<file path="config.mk">
export PLATFORM = sky130hd
export DESIGN_NAME = sdcw_issuer
export DESIGN_NICKNAME = d
export VERILOG_FILES = /design/src/rtl/sdcw_pkg.sv /design/src/rtl/sdcw_word_enc.sv /design/src/rtl/sdcw_wait_timer.sv /design/src/rtl/sdcw_issue_seq.sv /design/src/rtl/sdcw_issuer.sv
export SDC_FILE = /design/constraint.sdc
export NUM_CORES = 1
export LEC_CHECK = 0
export ABC_AREA = 0
export BUFFER_PORTS_ARGS = -buffer_cell sky130_fd_sc_hd__buf_2
export CAP_MARGIN = 5
export CORE_MARGIN = 8
export CORE_UTILIZATION = 40
export DETAILED_ROUTE_END_ITERATION = 10
export MAX_ROUTING_LAYER = met4
export PLACE_DENSITY = 0.79
export SYNTH_ARGS = -nofsm -noshare
export SYNTH_HDL_FRONTEND = slang
export SYNTH_SLANG_ARGS = --single-unit
export TNS_END_PERCENT = 1
</file>
<file path="constraint.sdc">
create_clock -name clk -period 3.7 [get_ports clk]
set_clock_uncertainty 0.2 [all_clocks]
set_input_delay 0.925 -clock clk [delete_from_list [all_inputs] [get_ports clk]]
set_output_delay 0.925 -clock clk [all_outputs]
set_load 0.02 [all_outputs]
</file>
<file path="src/rtl/sdcw_pkg.sv">
package sdcw_pkg;
  localparam int OPC_W  = 6;
  localparam int CNT_W  = 10;
  localparam int LEN_W  = 9;
  localparam int ARG_W  = 32;
  localparam int IRQ_W  = 9;
  localparam int FULL_BLK = 1 << LEN_W;

  // send word bit positions
  localparam int B_OPC   = 0;
  localparam int B_RESP  = B_OPC + OPC_W;
  localparam int B_LONG  = B_RESP + 1;
  localparam int B_DATA  = B_LONG + 1;
  localparam int B_WRITE = B_DATA + 1;
  localparam int B_NOCRC = B_WRITE + 1;
  localparam int B_BUSY  = B_NOCRC + 1;
  localparam int B_STOP  = B_BUSY + 1;
  localparam int B_CNT   = B_STOP + 1;
  localparam int B_LEN   = B_CNT + CNT_W;
  localparam int SEND_W  = B_LEN + LEN_W;

  // interrupt mask bit positions
  localparam int I_RESP_OK  = 0;
  localparam int I_RESP_CRC = 1;
  localparam int I_RESP_TMO = 2;
  localparam int I_DAT_CRC  = 3;
  localparam int I_DAT_TMO  = 4;
  localparam int I_RX_FULL  = 5;
  localparam int I_TX_EMPTY = 6;
  localparam int I_XFER_OK  = 7;
  localparam int I_DMA_DONE = 8;

  localparam logic [OPC_W-1:0] OPC_STOP = 6'd12;

  typedef enum logic [1:0] {
    RS_IRQEN = 2'd0,
    RS_CLEAR = 2'd1,
    RS_ARG   = 2'd2,
    RS_SEND  = 2'd3
  } reg_sel_e;

  typedef struct packed {
    logic [OPC_W-1:0] opcode;
    logic             rsp_present;
    logic             rsp_long;
    logic             rsp_crc;
    logic             rsp_busy;
    logic             has_data;
    logic             is_write;
    logic [CNT_W:0]   blk_cnt;
    logic [LEN_W:0]   blk_size;
  } cmd_desc_t;
endpackage

</file>
<file path="src/rtl/sdcw_word_enc.sv">
module sdcw_word_enc
  import sdcw_pkg::*;
(
  input  cmd_desc_t         desc,
  input  logic              hw_flush,
  output logic [SEND_W-1:0] send_word,
  output logic [IRQ_W-1:0]  irq_mask
);
  logic [CNT_W-1:0] cnt_field;
  logic [LEN_W-1:0] len_field;

  assign cnt_field = CNT_W'(desc.blk_cnt - 1'b1);
  assign len_field = (desc.blk_size < FULL_BLK) ? desc.blk_size[LEN_W-1:0] : '0;

  always_comb begin
    send_word = '0;
    send_word[B_OPC +: OPC_W] = desc.opcode;
    send_word[B_RESP]  = desc.rsp_present;
    send_word[B_LONG]  = desc.rsp_long;
    send_word[B_NOCRC] = desc.rsp_long | ~desc.rsp_crc;
    send_word[B_BUSY]  = desc.rsp_busy;
    send_word[B_STOP]  = (desc.opcode == OPC_STOP);
    if (desc.has_data) begin
      send_word[B_DATA]  = 1'b1;
      send_word[B_WRITE] = desc.is_write;
      send_word[B_CNT +: CNT_W] = cnt_field;
      send_word[B_LEN +: LEN_W] = len_field;
    end
  end

  always_comb begin
    irq_mask = '0;
    irq_mask[I_RESP_CRC] = 1'b1;
    irq_mask[I_RESP_TMO] = 1'b1;
    irq_mask[I_DAT_CRC]  = 1'b1;
    irq_mask[I_DAT_TMO]  = 1'b1;
    irq_mask[I_RX_FULL]  = 1'b1;
    irq_mask[I_TX_EMPTY] = 1'b1;
    if (!desc.has_data)
      irq_mask[I_RESP_OK] = 1'b1;
    else if (hw_flush || desc.is_write)
      irq_mask[I_DMA_DONE] = 1'b1;
    else
      irq_mask[I_XFER_OK] = 1'b1;
  end
endmodule

</file>
<file path="src/rtl/sdcw_wait_timer.sv">
module sdcw_wait_timer #(
  parameter int LIMIT = 64
) (
  input  logic clk,
  input  logic rst_n,
  input  logic run,
  output logic expired
);
  localparam int CW = $clog2(LIMIT + 1);
  localparam logic [CW-1:0] LAST = CW'(LIMIT - 1);

  logic [CW-1:0] cnt;

  always_ff @(posedge clk) begin
    if (!rst_n)          cnt <= '0;
    else if (!run)       cnt <= '0;
    else if (cnt != LAST) cnt <= cnt + 1'b1;
  end

  assign expired = run && (cnt == LAST);
endmodule

</file>
<file path="src/rtl/sdcw_issue_seq.sv">
module sdcw_issue_seq
  import sdcw_pkg::*;
(
  input  logic     clk,
  input  logic     rst_n,
  input  logic     start,
  input  logic     engine_busy,
  input  logic     expired,
  output logic     idle,
  output logic     run_wait,
  output logic     wr_en,
  output reg_sel_e wr_sel,
  output logic     soft_rst,
  output logic     done
);
  typedef enum logic [2:0] {
    S_IDLE, S_IRQ, S_CLR, S_ARG, S_WAIT, S_RST, S_SEND
  } seq_state_e;

  seq_state_e st, st_nx;

  always_ff @(posedge clk) begin
    if (!rst_n) st <= S_IDLE;
    else        st <= st_nx;
  end

  always_comb begin
    st_nx = st;
    unique case (st)
      S_IDLE: if (start) st_nx = S_IRQ;
      S_IRQ:  st_nx = S_CLR;
      S_CLR:  st_nx = S_ARG;
      S_ARG:  st_nx = S_WAIT;
      S_WAIT: begin
        if (!engine_busy)  st_nx = S_SEND;
        else if (expired)  st_nx = S_RST;
      end
      S_RST:  st_nx = S_SEND;
      S_SEND: st_nx = S_IDLE;
      default: st_nx = S_IDLE;
    endcase
  end

  always_comb begin
    wr_en  = 1'b0;
    wr_sel = RS_IRQEN;
    unique case (st)
      S_IRQ:  begin wr_en = 1'b1; wr_sel = RS_IRQEN; end
      S_CLR:  begin wr_en = 1'b1; wr_sel = RS_CLEAR; end
      S_ARG:  begin wr_en = 1'b1; wr_sel = RS_ARG;   end
      S_SEND: begin wr_en = 1'b1; wr_sel = RS_SEND;  end
      default: ;
    endcase
  end

  assign idle     = (st == S_IDLE);
  assign run_wait = (st == S_WAIT);
  assign soft_rst = (st == S_RST);
  assign done     = (st == S_SEND);
endmodule

</file>
<file path="src/rtl/sdcw_issuer.sv">
module sdcw_issuer
  import sdcw_pkg::*;
#(
  parameter int WAIT_LIMIT = 64
) (
  input  logic              clk,
  input  logic              rst_n,
  input  logic              in_valid,
  output logic              in_ready,
  input  logic [OPC_W-1:0]  cmd_opcode,
  input  logic [ARG_W-1:0]  cmd_arg,
  input  logic              rsp_present,
  input  logic              rsp_long,
  input  logic              rsp_crc,
  input  logic              rsp_busy,
  input  logic              has_data,
  input  logic              is_write,
  input  logic [CNT_W:0]    blk_cnt,
  input  logic [LEN_W:0]    blk_size,
  input  logic              hw_flush,
  input  logic              engine_busy,
  output logic              reg_wr_en,
  output logic [1:0]        reg_wr_addr,
  output logic [31:0]       reg_wr_data,
  output logic              soft_rst,
  output logic              issue_done,
  output logic [SEND_W-1:0] send_word,
  output logic [IRQ_W-1:0]  irq_mask
);
  cmd_desc_t         desc;
  logic [SEND_W-1:0] send_nx;
  logic [IRQ_W-1:0]  irq_nx;
  logic [SEND_W-1:0] send_q;
  logic [IRQ_W-1:0]  irq_q;
  logic [ARG_W-1:0]  arg_q;
  logic              accept, idle, run_wait, expired, wr_en;
  reg_sel_e          wr_sel;

  assign desc = '{opcode: cmd_opcode, rsp_present: rsp_present,
                  rsp_long: rsp_long, rsp_crc: rsp_crc, rsp_busy: rsp_busy,
                  has_data: has_data, is_write: is_write,
                  blk_cnt: blk_cnt, blk_size: blk_size};

  sdcw_word_enc u_enc (
    .desc      (desc),
    .hw_flush  (hw_flush),
    .send_word (send_nx),
    .irq_mask  (irq_nx)
  );

  assign in_ready = idle;
  assign accept   = in_valid && idle;

  always_ff @(posedge clk) begin
    if (!rst_n) begin
      send_q <= '0;
      irq_q  <= '0;
      arg_q  <= '0;
    end else if (accept) begin
      send_q <= send_nx;
      irq_q  <= irq_nx;
      arg_q  <= cmd_arg;
    end
  end

  sdcw_wait_timer #(.LIMIT(WAIT_LIMIT)) u_timer (
    .clk     (clk),
    .rst_n   (rst_n),
    .run     (run_wait),
    .expired (expired)
  );

  sdcw_issue_seq u_seq (
    .clk         (clk),
    .rst_n       (rst_n),
    .start       (accept),
    .engine_busy (engine_busy),
    .expired     (expired),
    .idle        (idle),
    .run_wait    (run_wait),
    .wr_en       (wr_en),
    .wr_sel      (wr_sel),
    .soft_rst    (soft_rst),
    .done        (issue_done)
  );

  always_comb begin
    unique case (wr_sel)
      RS_IRQEN: reg_wr_data = 32'(irq_q);
      RS_CLEAR: reg_wr_data = '1;
      RS_ARG:   reg_wr_data = 32'(arg_q);
      default:  reg_wr_data = 32'(send_q);
    endcase
  end

  assign reg_wr_en   = wr_en;
  assign reg_wr_addr = wr_sel;
  assign send_word   = send_q;
  assign irq_mask    = irq_q;
endmodule

</file>
==> flow_summary_export.csv <==
group,metric,value,unit
floorplanning,rows,35,
place,placedInstanceArea,4400,um^2
clock_network,cts_buffers,9,
place,hpwl,8560,um
timing,period_minus_slack,3340,ps
routing,wl_per_cell,16.0,um
synth,syn_nets,560,
synth,synthAdderAreaFrac,0.683,%
synth,async_reset_ff_share,0,%
setup_path,cp_slowest_cell,"inv_1",
flow_run,cap_violations,0,
place,place_congestion,0.876,
setup_path,r2r_end,"send_word[25]$_SDFFE_PN0P_",
global_route,overflow,0,
synth,synth_compound_area_share,22.3,%
synth,yosysWarningCount,0,
timing,final.setup.tns,0,ps
synth,synth_top_cell_by_area,"dfxtp_1",
synth,avgSynthCellArea,7.51,um^2
synth,yosysSeqAreaShare,42.6,%
floorplanning,ios,149,
power,peakVddDrop,0.000256,V
clock_network,cts_root_buffer,"clkbuf_8",
setup_path,cpLargestDelayFamily,"buffers and inverters",
power,p_sw_share,36.0,%
floorplanning,dieHeight,112,um
routing,ant_nets,0,
clock_network,postCtsHoldBufs,0,
synth,synth_edf_count,0,
setup_path,slowest_delay,490,ps
floorplanning,initial_core_util,40.4,%
timing,rsz0062_at_grt,"false",
routing,viasPerCell,5.25,
finish,final_net_count,682,
setup_path,cp_cell_sequence,"inv_1 > buf_4 > o21ai_0 > a21boi_0 > buf_2",
setup_path,worstPathRequired,2570,ps
synth,synth_cells,488,
min_path,worst_hold_path.num_cells,2,
setup_path,crit_start,"u_seq.st[0]$_SDFFE_PN0P_",
global_route,grt_first_pass_wirelength,18800,um
run_status,status,"finished clean",
routing,first_iter_violations,201,
setup_path,r2r_cells,5,
synth,synth_top_area_share,42.6,%
finish,postLayoutCellArea,4590,um^2
global_route,grt_max_degree,46,
clock_network,worstSkewPairLatency,350,ps
timing,post-route-period-util,90.4,%
synth,synth_area_leaders,"dfxtp_1 43%, nand2_1 14%, a21oi_1 9.8%",
clock_network,clk_pin_slew,90,ps
power,p_sw,747,uW
power,p_clk_share,29.7,%
setup_path,setup.worst_path.end_class,"output pin",
finish,post-route-util,50.6,%
timing,finalSetupViolCount,0,
place,place.port_buffers,147,
setup_path,endpoint,"reg_wr_data[23]",
floorplanning,die_area,12500,um^2
setup_path,crit_type,"flop to output pin",
routing,drc,0,
synth,synth_flop_cell,"dfxtp_1",
setup_path,r2r_start,"u_seq.st[1]$_SDFFE_PN0P_",
clock_network,clock_sinks,78,
min_path,min_path_type,"flop to flop",
floorplanning,fp.dieW,112,um
timing,slew_viol_final,0,
synth,synth_xor_area_share,3.11,%
setup_path,r2r_setup_slack,1240,ps
timing,hold_violations,0,
setup_path,crit_fanout,30,
setup_path,arrival,2220,ps
finish,layout-drive-gt1-share,29.4,%
clock_network,cts_tree,"done",
power,seq_power_share,45.2,%
global_route,antenna_found_initial,0,
timing,max_slew_margin,41.9,%
setup_path,worst-path-buf-inv,3,
power,power_density,453,nW/um^2
routing,routed_wl,11600,um
synth,synth-simple-area-share,24.7,%
min_path,min-delay-start,"arg_q[31]$_SDFFE_PN0P_",
clock_network,cts_max_level,3,
timing,worst_pin_slew,870,ps
routing,first_pass_iters,4,
synth,synth_top_family_by_area,"simple AND/OR/NAND/NOR gates",
power,p_int,1.33,mW
routing,num_vias,3811,
setup_path,startpoint_type,"flop",
clock_network,post_cts_buffers,0,
synth,post_synth_num_cell_types,36,
global_route,grt_pass1_vias,3866,
synth,ys_seq_elements,78,
global_route,grt_usage,18.8,%
setup_path,crit_cells,5,
power,pwr-share-comb,25.1,%
power,leakage,2.04,nW
finish,n_antenna_cell,0,
clock_network,clk_path_buf_depth,2,
synth,syn_area,3660,um^2
timing,fmax,299,MHz
clock_network,cts.repair.resized,0,
floorplanning,core,9060,um^2
synth,synthMuxAreaShare,0.307,%
finish,syn2layout_area_growth,25.2,%
## stage by stage
step / instances / hold WS (ps) / setup slack [ps] / total power [mW]
6_report: 726 / 256 / 356 / 2.08
5_1_grt: 726 / 279 / 137 / 2.19
4_1_cts: 726 / 257 / 339 / 2.09
3_5_place_dp: 710 / 245 / 743 / 1.48
3_3_place_gp: 710 / 239 / 763 / 1.47
2_1_floorplan: 488 / 231 / 1040 / 1.30
## sequential cells by signal, indices dropped and copies added, names as in the netlist
signal / count
arg_q: 32
u_seq.st: 3
send_word: 32
u_timer.cnt: 7
irq_mask: 4
## worst reg2reg max path: stages (launching register included)
cell	delay, ps
dfxtp_1	510
nor3_4	230
and2_2	730
buf_4	380
nand3_1	130
a21oi_1	200
## placed cells by master, fill, tap and decap left out, types with 9 or more instances in the layout
cell type and count:
a21boi_0 24, a21oi_1 72, buf_2 147, clkbuf_8 9
dfxtp_1 78, nand2_1 133, nand3_1 23, nor2_1 20
o21ai_0 30, o22ai_1 10, xor2_1 9
## worst min-delay path by stage
stage / to
after floorplan: arg_q[8]$_SDFFE_PN0P_
after global placement: arg_q[27]$_SDFFE_PN0P_
after detailed placement: arg_q[24]$_SDFFE_PN0P_
after CTS: arg_q[24]$_SDFFE_PN0P_
after global routing: arg_q[29]$_SDFFE_PN0P_
final: arg_q[31]$_SDFFE_PN0P_
## power groups by stage
| stage | Clock, mW | Combinational [mW] | Sequential, mW |
|---|---|---|---|
| after floorplan | 0 | 0.327 | 0.972 |
| after global placement | 0 | 0.514 | 0.955 |
| after detailed placement | 0 | 0.522 | 0.958 |
| after CTS | 0.632 | 0.523 | 0.938 |
| after global routing | 0.671 | 0.570 | 0.947 |
| final | 0.617 | 0.522 | 0.938 |
## layer usage
| layer | part of all wire [%] | track usage (%) | vias to the layer above |
|---|---|---|---|
| met4 | 1.1 | 5.01 | 0 |
| met3 | 6.1 | 5.03 | 10 |
| met1 | 42 | 21.4 | 1800 |
| met5 | 0 | - | - |
| met2 | 50 | 31.9 | 121 |
| li1 | - | - | 1880 |
## cell type report
class	instances	area (um^2)
clock buffers	9	124
clock inverters	7	63.8
fillers	907	4480
inverters	7	26.3
multi-input cells	360	1870
flip-flops and latches	78	1560
well taps	111	139
repair buffers	154	801
## cells in the mapped netlist, types with 7 or more instances
| cell type | number |
|---|---|
| a21boi_0 | 24 |
| a21oi_1 | 72 |
| buf_2 | 12 |
| buf_4 | 8 |
| clkbuf_1 | 22 |
| dfxtp_1 | 78 |
| inv_1 | 7 |
| nand2_1 | 134 |
| nand3_1 | 23 |
| nor2_1 | 20 |
| o21ai_0 | 30 |
| o22ai_1 | 10 |
| xor2_1 | 9 |
## logic make-up (layout without fill, tap and decap cells)
group,Yosys count,count (layout)
AO/OA/AOI/OAI,142,142
adder cells (fa/ha/maj),2,2
buffers and inverters,50,177
multiplexers,1,1
flip-flops,78,78
XOR/XNOR,13,13
AND/OR/NAND/NOR,202,202
No activity file was read; power rests on OpenSTA's default activity.
